==> src/rtl/acc_fault_pkg.sv <==
`timescale 1ns/1ps
package acc_fault_pkg;
  typedef enum logic [3:0] {
    FS_FETCH = 4'b0100,
    FS_WRITE = 4'b1000,
    FS_WPROT = 4'b1001,
    FS_READ  = 4'b1100
  } fs_e;
  localparam logic [7:0] ACC_VEC = 8'd2;
endpackage

==> src/rtl/pf_err_track.sv <==
`timescale 1ns/1ps
module pf_err_track #(
  parameter int DEPTH  = 4,
  parameter int TAKE_W = 2
) (
  input  logic              clk_i,
  input  logic              rst_ni,
  input  logic              push_i,
  input  logic              err_i,
  input  logic              flush_i,
  input  logic              pop_i,
  input  logic [TAKE_W-1:0] pop_n_i,
  output logic              hit_o
);
  localparam int CNT_W = $clog2(DEPTH + 1);

  logic [DEPTH-1:0] err_q, err_d;
  logic [CNT_W-1:0] cnt_q, cnt_d;

  // slots at or above cnt_q are always zero
  always_comb begin
    hit_o = 1'b0;
    for (int i = 0; i < DEPTH; i++)
      if (i < int'(pop_n_i)) hit_o = hit_o | err_q[i];
  end

  always_comb begin
    err_d = err_q;
    cnt_d = cnt_q;
    if (flush_i) begin
      err_d = '0;
      cnt_d = '0;
    end else if (pop_i) begin
      err_d = err_q >> pop_n_i;
      cnt_d = cnt_q - CNT_W'(pop_n_i);
    end
    if (push_i && cnt_d < CNT_W'(DEPTH)) begin
      for (int i = 0; i < DEPTH; i++)
        if (CNT_W'(i) == cnt_d) err_d[i] = err_i;
      cnt_d = cnt_d + 1'b1;
    end
  end

  always_ff @(posedge clk_i or negedge rst_ni) begin
    if (!rst_ni) begin
      err_q <= '0;
      cnt_q <= '0;
    end else begin
      err_q <= err_d;
      cnt_q <= cnt_d;
    end
  end
endmodule

==> src/rtl/wr_buf_track.sv <==
`timescale 1ns/1ps
module wr_buf_track #(
  parameter int DEPTH = 4,
  parameter int PC_W  = 32
) (
  input  logic            clk_i,
  input  logic            rst_ni,
  input  logic            push_i,
  input  logic [PC_W-1:0] pc_i,
  input  logic            done_i,
  output logic            empty_o,
  output logic            full_o,
  output logic [PC_W-1:0] head_pc_o
);
  localparam int PTR_W = (DEPTH > 1) ? $clog2(DEPTH) : 1;
  localparam int CNT_W = $clog2(DEPTH + 1);

  logic [PC_W-1:0]  tag_q [DEPTH];
  logic [PTR_W-1:0] wp_q, rp_q;
  logic [CNT_W-1:0] cnt_q;
  logic             do_push, do_pop;

  assign empty_o   = (cnt_q == '0);
  assign full_o    = (cnt_q == CNT_W'(DEPTH));
  assign head_pc_o = tag_q[rp_q];
  assign do_push   = push_i && !full_o;
  assign do_pop    = done_i && !empty_o;

  function automatic logic [PTR_W-1:0] nxt(input logic [PTR_W-1:0] p);
    return (p == PTR_W'(DEPTH - 1)) ? '0 : p + 1'b1;
  endfunction

  always_ff @(posedge clk_i or negedge rst_ni) begin
    if (!rst_ni) begin
      wp_q  <= '0;
      rp_q  <= '0;
      cnt_q <= '0;
      for (int i = 0; i < DEPTH; i++) tag_q[i] <= '0;
    end else begin
      if (do_push) begin
        tag_q[wp_q] <= pc_i;
        wp_q        <= nxt(wp_q);
      end
      if (do_pop) rp_q <= nxt(rp_q);
      case ({do_push, do_pop})
        2'b10:   cnt_q <= cnt_q + 1'b1;
        2'b01:   cnt_q <= cnt_q - 1'b1;
        default: cnt_q <= cnt_q;
      endcase
    end
  end
endmodule

==> src/rtl/fault_arb.sv <==
`timescale 1ns/1ps
module fault_arb
  import acc_fault_pkg::*;
#(
  parameter int PC_W = 32
) (
  input  logic            clk_i,
  input  logic            rst_ni,
  input  logic            fetch_ev_i,
  input  logic [PC_W-1:0] fetch_pc_i,
  input  logic            rd_ev_i,
  input  logic            wr_ev_i,
  input  logic            wr_prot_i,
  input  logic [PC_W-1:0] cur_pc_i,
  input  logic [PC_W-1:0] store_pc_i,
  input  logic            ack_i,
  output logic            req_o,
  output logic [3:0]      fs_o,
  output logic [PC_W-1:0] pc_o,
  output logic [PC_W-1:0] store_pc_o
);
  fs_e fs_q;

  assign fs_o = fs_q;

  // priority by age: write, then read, then fetch
  always_ff @(posedge clk_i or negedge rst_ni) begin
    if (!rst_ni) begin
      req_o      <= 1'b0;
      fs_q       <= FS_FETCH;
      pc_o       <= '0;
      store_pc_o <= '0;
    end else if (req_o) begin
      if (ack_i) req_o <= 1'b0;
    end else if (wr_ev_i) begin
      req_o      <= 1'b1;
      fs_q       <= wr_prot_i ? FS_WPROT : FS_WRITE;
      pc_o       <= cur_pc_i;
      store_pc_o <= store_pc_i;
    end else if (rd_ev_i) begin
      req_o      <= 1'b1;
      fs_q       <= FS_READ;
      pc_o       <= cur_pc_i;
      store_pc_o <= '0;
    end else if (fetch_ev_i) begin
      req_o      <= 1'b1;
      fs_q       <= FS_FETCH;
      pc_o       <= fetch_pc_i;
      store_pc_o <= '0;
    end
  end
endmodule

==> src/rtl/acc_fault_unit.sv <==
`timescale 1ns/1ps
module acc_fault_unit
  import acc_fault_pkg::*;
#(
  parameter int PC_W     = 32,
  parameter int TAKE_W   = 2,
  parameter int PF_DEPTH = 4,
  parameter int WB_DEPTH = 4
) (
  input  logic              clk_i,
  input  logic              rst_ni,
  input  logic              pf_valid_i,
  input  logic              pf_err_i,
  input  logic              flush_i,
  input  logic              issue_i,
  input  logic [TAKE_W-1:0] issue_words_i,
  input  logic [PC_W-1:0]   issue_pc_i,
  input  logic              nop_i,
  input  logic              rd_resp_i,
  input  logic              rd_err_i,
  input  logic              wr_push_i,
  input  logic [PC_W-1:0]   wr_pc_i,
  input  logic              wr_done_i,
  input  logic              wr_err_i,
  input  logic              wr_prot_i,
  input  logic              exc_ack_i,
  output logic              exc_req_o,
  output logic [3:0]        exc_fs_o,
  output logic [7:0]        exc_vec_o,
  output logic [PC_W-1:0]   exc_pc_o,
  output logic [PC_W-1:0]   exc_store_pc_o,
  output logic              kill_o,
  output logic              stall_o
);
  logic            pf_hit, fetch_ev, rd_ev, wr_ev;
  logic            wb_empty, wb_full;
  logic [PC_W-1:0] wb_head_pc, cur_pc_q;
  logic            nop_pend_q;

  pf_err_track #(.DEPTH(PF_DEPTH), .TAKE_W(TAKE_W)) u_pf (
    .clk_i   (clk_i),
    .rst_ni  (rst_ni),
    .push_i  (pf_valid_i),
    .err_i   (pf_err_i),
    .flush_i (flush_i),
    .pop_i   (issue_i),
    .pop_n_i (issue_words_i),
    .hit_o   (pf_hit)
  );

  wr_buf_track #(.DEPTH(WB_DEPTH), .PC_W(PC_W)) u_wb (
    .clk_i     (clk_i),
    .rst_ni    (rst_ni),
    .push_i    (wr_push_i),
    .pc_i      (wr_pc_i),
    .done_i    (wr_done_i),
    .empty_o   (wb_empty),
    .full_o    (wb_full),
    .head_pc_o (wb_head_pc)
  );

  assign fetch_ev = issue_i && pf_hit;
  assign rd_ev    = rd_resp_i && rd_err_i;
  assign wr_ev    = wr_done_i && wr_err_i && !wb_empty;

  fault_arb #(.PC_W(PC_W)) u_arb (
    .clk_i      (clk_i),
    .rst_ni     (rst_ni),
    .fetch_ev_i (fetch_ev),
    .fetch_pc_i (issue_pc_i),
    .rd_ev_i    (rd_ev),
    .wr_ev_i    (wr_ev),
    .wr_prot_i  (wr_prot_i),
    .cur_pc_i   (cur_pc_q),
    .store_pc_i (wb_head_pc),
    .ack_i      (exc_ack_i),
    .req_o      (exc_req_o),
    .fs_o       (exc_fs_o),
    .pc_o       (exc_pc_o),
    .store_pc_o (exc_store_pc_o)
  );

  assign exc_vec_o = exc_req_o ? ACC_VEC : 8'd0;
  assign kill_o    = fetch_ev || rd_ev;
  assign stall_o   = wb_full || (nop_pend_q && !wb_empty);

  always_ff @(posedge clk_i or negedge rst_ni) begin
    if (!rst_ni) begin
      cur_pc_q   <= '0;
      nop_pend_q <= 1'b0;
    end else begin
      if (issue_i) cur_pc_q <= issue_pc_i;
      if (issue_i && nop_i) nop_pend_q <= 1'b1;
      else if (wb_empty)    nop_pend_q <= 1'b0;
    end
  end
endmodule

==> config.mk <==
export PLATFORM = sky130hd
export DESIGN_NAME = acc_fault_unit
export DESIGN_NICKNAME = d
export VERILOG_FILES = /design/src/rtl/acc_fault_pkg.sv /design/src/rtl/pf_err_track.sv /design/src/rtl/wr_buf_track.sv /design/src/rtl/fault_arb.sv /design/src/rtl/acc_fault_unit.sv
export SDC_FILE = /design/constraint.sdc
export NUM_CORES = 1
export LEC_CHECK = 0
export BUFFER_PORTS_ARGS = -buffer_cell sky130_fd_sc_hd__buf_4
export CORE_MARGIN = 1
export CORE_UTILIZATION = 61
export DETAILED_ROUTE_END_ITERATION = 7
export PLACE_DENSITY = 0.89
export SYNTH_ARGS = -nofsm -noshare
export SYNTH_HDL_FRONTEND = slang
export SYNTH_SLANG_ARGS = --single-unit
==> constraint.sdc <==
create_clock -name clk_i -period 3.7 [get_ports clk_i]
set_clock_uncertainty 0.15 [all_clocks]
set_input_delay 0.74 -clock clk_i [delete_from_list [all_inputs] [get_ports clk_i]]
set_output_delay 0.74 -clock clk_i [all_outputs]
set_load 0.1 [all_outputs]
## Word level (Yosys, flattened, before mapping)

Index checks and enable logic that the tools add are counted.

- Bits in registers: 244
- Bits of input ports: 80
- Output and inout port bits: 79
- Word-level logic and storage cells: 102

- Add/subtract/negate cells: 6
- Order comparisons: 7
- Eq/ne operators: 8
- Shift-type cells: 1
- Mux-type cells: 40
- Bitwise logic cells: 5
- Reductions and logical operators: 20

Operators by type and width:

| cell | number |
|---|---|
| 32-bit 2-to-1 mux | 9 |
| 128-bit bitwise mux | 1 |
| 32-bit binary-select mux with 2-bit select | 1 |
| 32-bit demux with 2-bit select | 1 |
| 4-bit 2-to-1 mux | 6 |
| 1-bit 2-to-1 mux | 15 |
| 1-bit logical AND | 10 |
| 3-bit 2-to-1 mux | 3 |
| 3-bit by 1-bit adder with 3-bit output, second input constant | 2 |
| 2-bit equality test, second input constant | 3 |
| 2-bit by 3-bit equality test with 1-bit output, first input constant | 2 |
| 3-bit greater-or-equal comparator, second input constant | 2 |
| 3-bit zero test | 2 |
| 2-bit 2-to-1 mux | 3 |
| 2-bit NOT with 3-bit output | 2 |
| 3-bit case mux with 2 select lines | 1 |
| 2-bit by 1-bit adder with 2-bit output, second input constant | 2 |
| 1-bit by 2-bit < comparator with 1-bit output, first input constant | 2 |
| 2-bit nonzero test | 2 |
| 4-bit by 2-bit right shift with 4-bit output | 1 |
| 1-bit by 3-bit equality test with 1-bit output, first input constant | 1 |
| 3-bit equality test, second input constant | 1 |
| 3-bit by 1-bit < comparator with 1-bit output, second input constant | 1 |
| 3-bit < comparator, second input constant | 1 |
| other kinds (10) | 13 |

## Logic depth before layout (Yosys ltp)

- Word-level depth: 11
- Gate-level depth with buffers: 9
- Gate-level depth less buffers: 9

## Cells and area by module

From an unflattened synthesis, not the netlist that was laid out.

- Cells, all modules: 760
- Area, all modules: 11330.9 µm²

Modules (own cells, without submodules):

| module | times used | cells an instance | area each (µm²) | sequential area each (µm²) |
|---|---|---|---|---|
| wr_buf_track | 1 | 351 | 5988.2 | 3378.2 |
| fault_arb | 1 | 263 | 3274.4 | 1702.9 |
| acc_fault_unit | 1 | 87 | 1477.7 | 825.8 |
| pf_err_track | 1 | 59 | 590.6 | 175.2 |

## Worst setup path after synthesis

Ideal clock, no wire load.

- Kind: input port to flip-flop
- Start point: in issue_i
- End point: reg u_arb.store_pc_o[10]
- Setup time: 0.122 ns
- Data arrival time: 2.702 ns
- Required time: 3.428 ns
- Setup slack: 0.726 ns
- Stages on the path: 7
- Buffers on the path: 3
- Cell sequence: buf_2 > o21ai_1 > o221ai_2 > o21ai_2 > buf_6 > buf_6 > a22o_1

- Longest elaborated chain between the ends: 3

RTL lines:

| item | line | RTL |
|---|---|---|
| start: declaration | acc_fault_unit.sv:15 | `input logic issue_i,` |
| 1-bit logical AND | acc_fault_unit.sv:62 | `assign fetch_ev = issue_i && pf_hit;` |
| 3-bit nonzero test (no line) | -- |  |
| 2-bit AND reduction (no line) | -- |  |
| end signal: assignment | fault_arb.sv:39 | `store_pc_o <= store_pc_i;` |
| end: declaration | fault_arb.sv:20 | `output logic [PC_W-1:0] store_pc_o` |

No other way between the ends.
A chain may end at the register's enable or synchronous reset.

## Worst setup path after layout

- Start point: in issue_i
- End point: out kill_o

- Longest elaborated chain between the ends: 2

RTL lines:

| item | line | RTL |
|---|---|---|
| 1-bit logical AND | acc_fault_unit.sv:62 |  |
| 1-bit logical OR | acc_fault_unit.sv:84 | `assign kill_o = fetch_ev \|\| rd_ev;` |
| end: declaration | acc_fault_unit.sv:32 | `output logic kill_o,` |

No other way between the ends.

==> results.json <==
{
  "hold_class": "in -> async",
  "vias": 6338,
  "final_nets": 919,
  "io_pins": 159,
  "rsz0062_at_grt": "no",
  "clock_sinks": 243,
  "place_hpwl_mm": 14.1,
  "finalCritPeriodShare": 0.820,
  "seq_area_frac_synth": 0.571,
  "cts-root-to-sink-buffers": 3,
  "htreeDepth": 1,
  "synth-edff-count": 0,
  "critPathLaunchType": "input port",
  "grt-ovfl-total": 0,
  "worstMarginPinSlew_ns": 1.06,
  "coreArea_mm2": 0.0168,
  "post_cts_buffers": 0,
  "critical_path_required_ns": 2.81,
  "reg2regPathDepth": 4,
  "critPathCaptureType": "output port",
  "std_cell_rows": 47,
  "hold_viol": 0,
  "cts_buffers": 25,
  "avgViaCountPerCell": 5.98,
  "dr.pass1.iters": 4,
  "fin_tns_setup_ns": 0,
  "synth-main-ff-cell": "dfrtp_1",
  "area_delta_synth_final_pct": 18.7,
  "arrival_ns": 2.14,
  "cts_tree": "yes",
  "die-area_mm2": 0.0180,
  "yosysWarnings": 0,
  "yosysUniqueCellTypes": 46,
  "drt_iter0_markers": 257,
  "initial_utilization": 0.633,
  "fin_crit_ns": 3.03,
  "status": "complete, no violations",
  "io_buffers": 150,
  "antenna_left": 0,
  "grt_start_max_net_pins": 101,
  "die_x_um": 134,
  "synth_seq_cells": 243,
  "cap_violations": 0,
  "drc": 0,
  "path_class": "in -> out",
  "syn_area_mm2": 0.0106,
  "cp_max_fo": 44,
  "synth_cells": 681,
  "clkTransAtPathRegs_ns": 0.06,
  "async_reset_ff_frac": 1.00,
  "setup_viol": 0,
  "grt_pass1_vias": 6892,
  "fmax_mhz": 330,
  "slew-limit-headroom": 0.289,
  "postSynthAreaPerCell_um2": 15.6,
  "antenna_cells": 0,
  "antenna_found_initial": 0,
  "cts_hold_buffers": 0,
  "wl_per_cell_um": 20.9,
  "grt_pass1_wl_mm": 36.1,
  "drv_slew": 0,
  "cts_resized": 0,
  "gp_congestion": 0.811,
  "grt_use_total": 0.257,
  "clockRootBuffer": "clkbuf_16",
  "die_y_um": 134,
  "routed_wl_mm": 22.2,
  "clk_latency_ns": 0.52,
  "layout-drive-gt1-share": 0.548
}
==> Yosys cell counts, drive strengths merged, types with 2 or more instances <==
library cell / n / area (um^2)
nor2b: 2 / 12.5
o21ai: 7 / 38.8
and3: 2 / 12.5
mux2i: 5 / 50.1
ha: 12 / 150
a21oi: 4 / 20.0
clkbuf: 7 / 26.3
xnor2: 2 / 17.5
buf: 40 / 270
mux2: 227 / 2560
nor2: 7 / 26.3
dfrtp: 242 / 6060
fa: 2 / 40.0
nand3: 4 / 20.0
inv: 15 / 56.3
xor2: 2 / 17.5
nand3b: 2 / 15.0
nand2: 13 / 51.3
o21bai: 2 / 18.8
mux4: 32 / 721
a21boi: 2 / 18.8
a22o: 35 / 307
==> cell type report <==
cell class	count	area (um^2)
clock buffers	36	687
clock inverters	5	60.1
fillers	1006	4180
inverters	15	56.3
multi-input cells	383	4260
flip-flops and latches	243	6080
well taps	220	275
repair buffers	157	1210
==> worst paths after layout <==
check / from / end / slack [ns]
min: rst_ni / u_pf.err_q[1] / 0.07
max in group asynchronous: rst_ni / u_arb.pc_o[21] / 2.41
max reg2reg: u_wb.cnt_q[0] / u_arb.pc_o[2] / 1.21
max: issue_i / kill_o / 0.67
min in group clk_i: exc_ack_i / u_arb.req_o / 0.26
min reg2reg: u_arb.pc_o[0] / u_arb.pc_o[0] / 0.35
==> registers in the layout (all words and copies together), names as in the netlist, 3 cells and up <==
name              cells
u_arb.store_pc_o     32
u_arb.pc_o           32
u_wb.cnt_q            3
u_wb.tag_q          128
cur_pc_q             32
u_pf.cnt_q            3
u_arb.fs_o            3
u_pf.err_q            4
==> kinds of logic after synthesis <==
family	count (synthesis)	share of synthesized area
multiplexers	264	0.313
flip-flops	243	0.571
buffers and inverters	62	0.0332
AO/OA/AOI/OAI	58	0.0454
AND/OR/NAND/NOR	35	0.0160
adder cells (fa/ha/maj)	14	0.0179
XOR/XNOR	4	0.00329
other	1	0.000352
==> metrics by stage <==
stage          cell area, um^2  instances   util  setup WS [ns]  hold WS [ns]
2_1_floorplan            10700        688      -          0.726         0.294
3_3_place_gp             11900       1018  0.707          0.713         0.325
3_5_place_dp             11900       1018  0.707          0.678         0.337
4_1_cts                  12600       1059  0.751          0.674         0.111
5_1_grt                  12600       1059  0.751          0.560         0.140
6_report                 12600       1059  0.751          0.668        0.0653
==> cell usage in the layout, fill, tap and decap left out, types with 2 or more instances in the layout <==
cell / count
dfrtp_1: 240
mux2_2: 224
buf_4: 154
a22o_1: 35
mux4_2: 32
clkbuf_16: 25
inv_1: 15
ha_1: 12
clkbuf_1: 9
nand2_1: 8
conb_1: 8
nor2_1: 6
mux2i_1: 5
o21ai_0: 5
nand2_2: 5
nand3_1: 4
a21oi_1: 4
mux2_1: 3
nor2b_1: 2
xnor2_1: 2
and3_1: 2
nand3b_1: 2
xor2_1: 2
fa_1: 2
inv_6: 2
clkbuf_8: 2
buf_12: 2
dfrtp_2: 2
==> critical path, stage by stage <==
cell,delay (ns)
buf_4,0.43
o21ai_1,0.27
o221ai_2,0.34
buf_4,0.35
==> layer usage <==
metal,part of all wire,GRT usage
met1,0.41,0.344
met2,0.52,0.446
met3,0.054,0.0454
met4,0.014,0.0499
met5,0,0
Power is left out: the tool's default activity adds up to more than one toggle a clock period on the data nets, which glitch-free logic cannot reach.
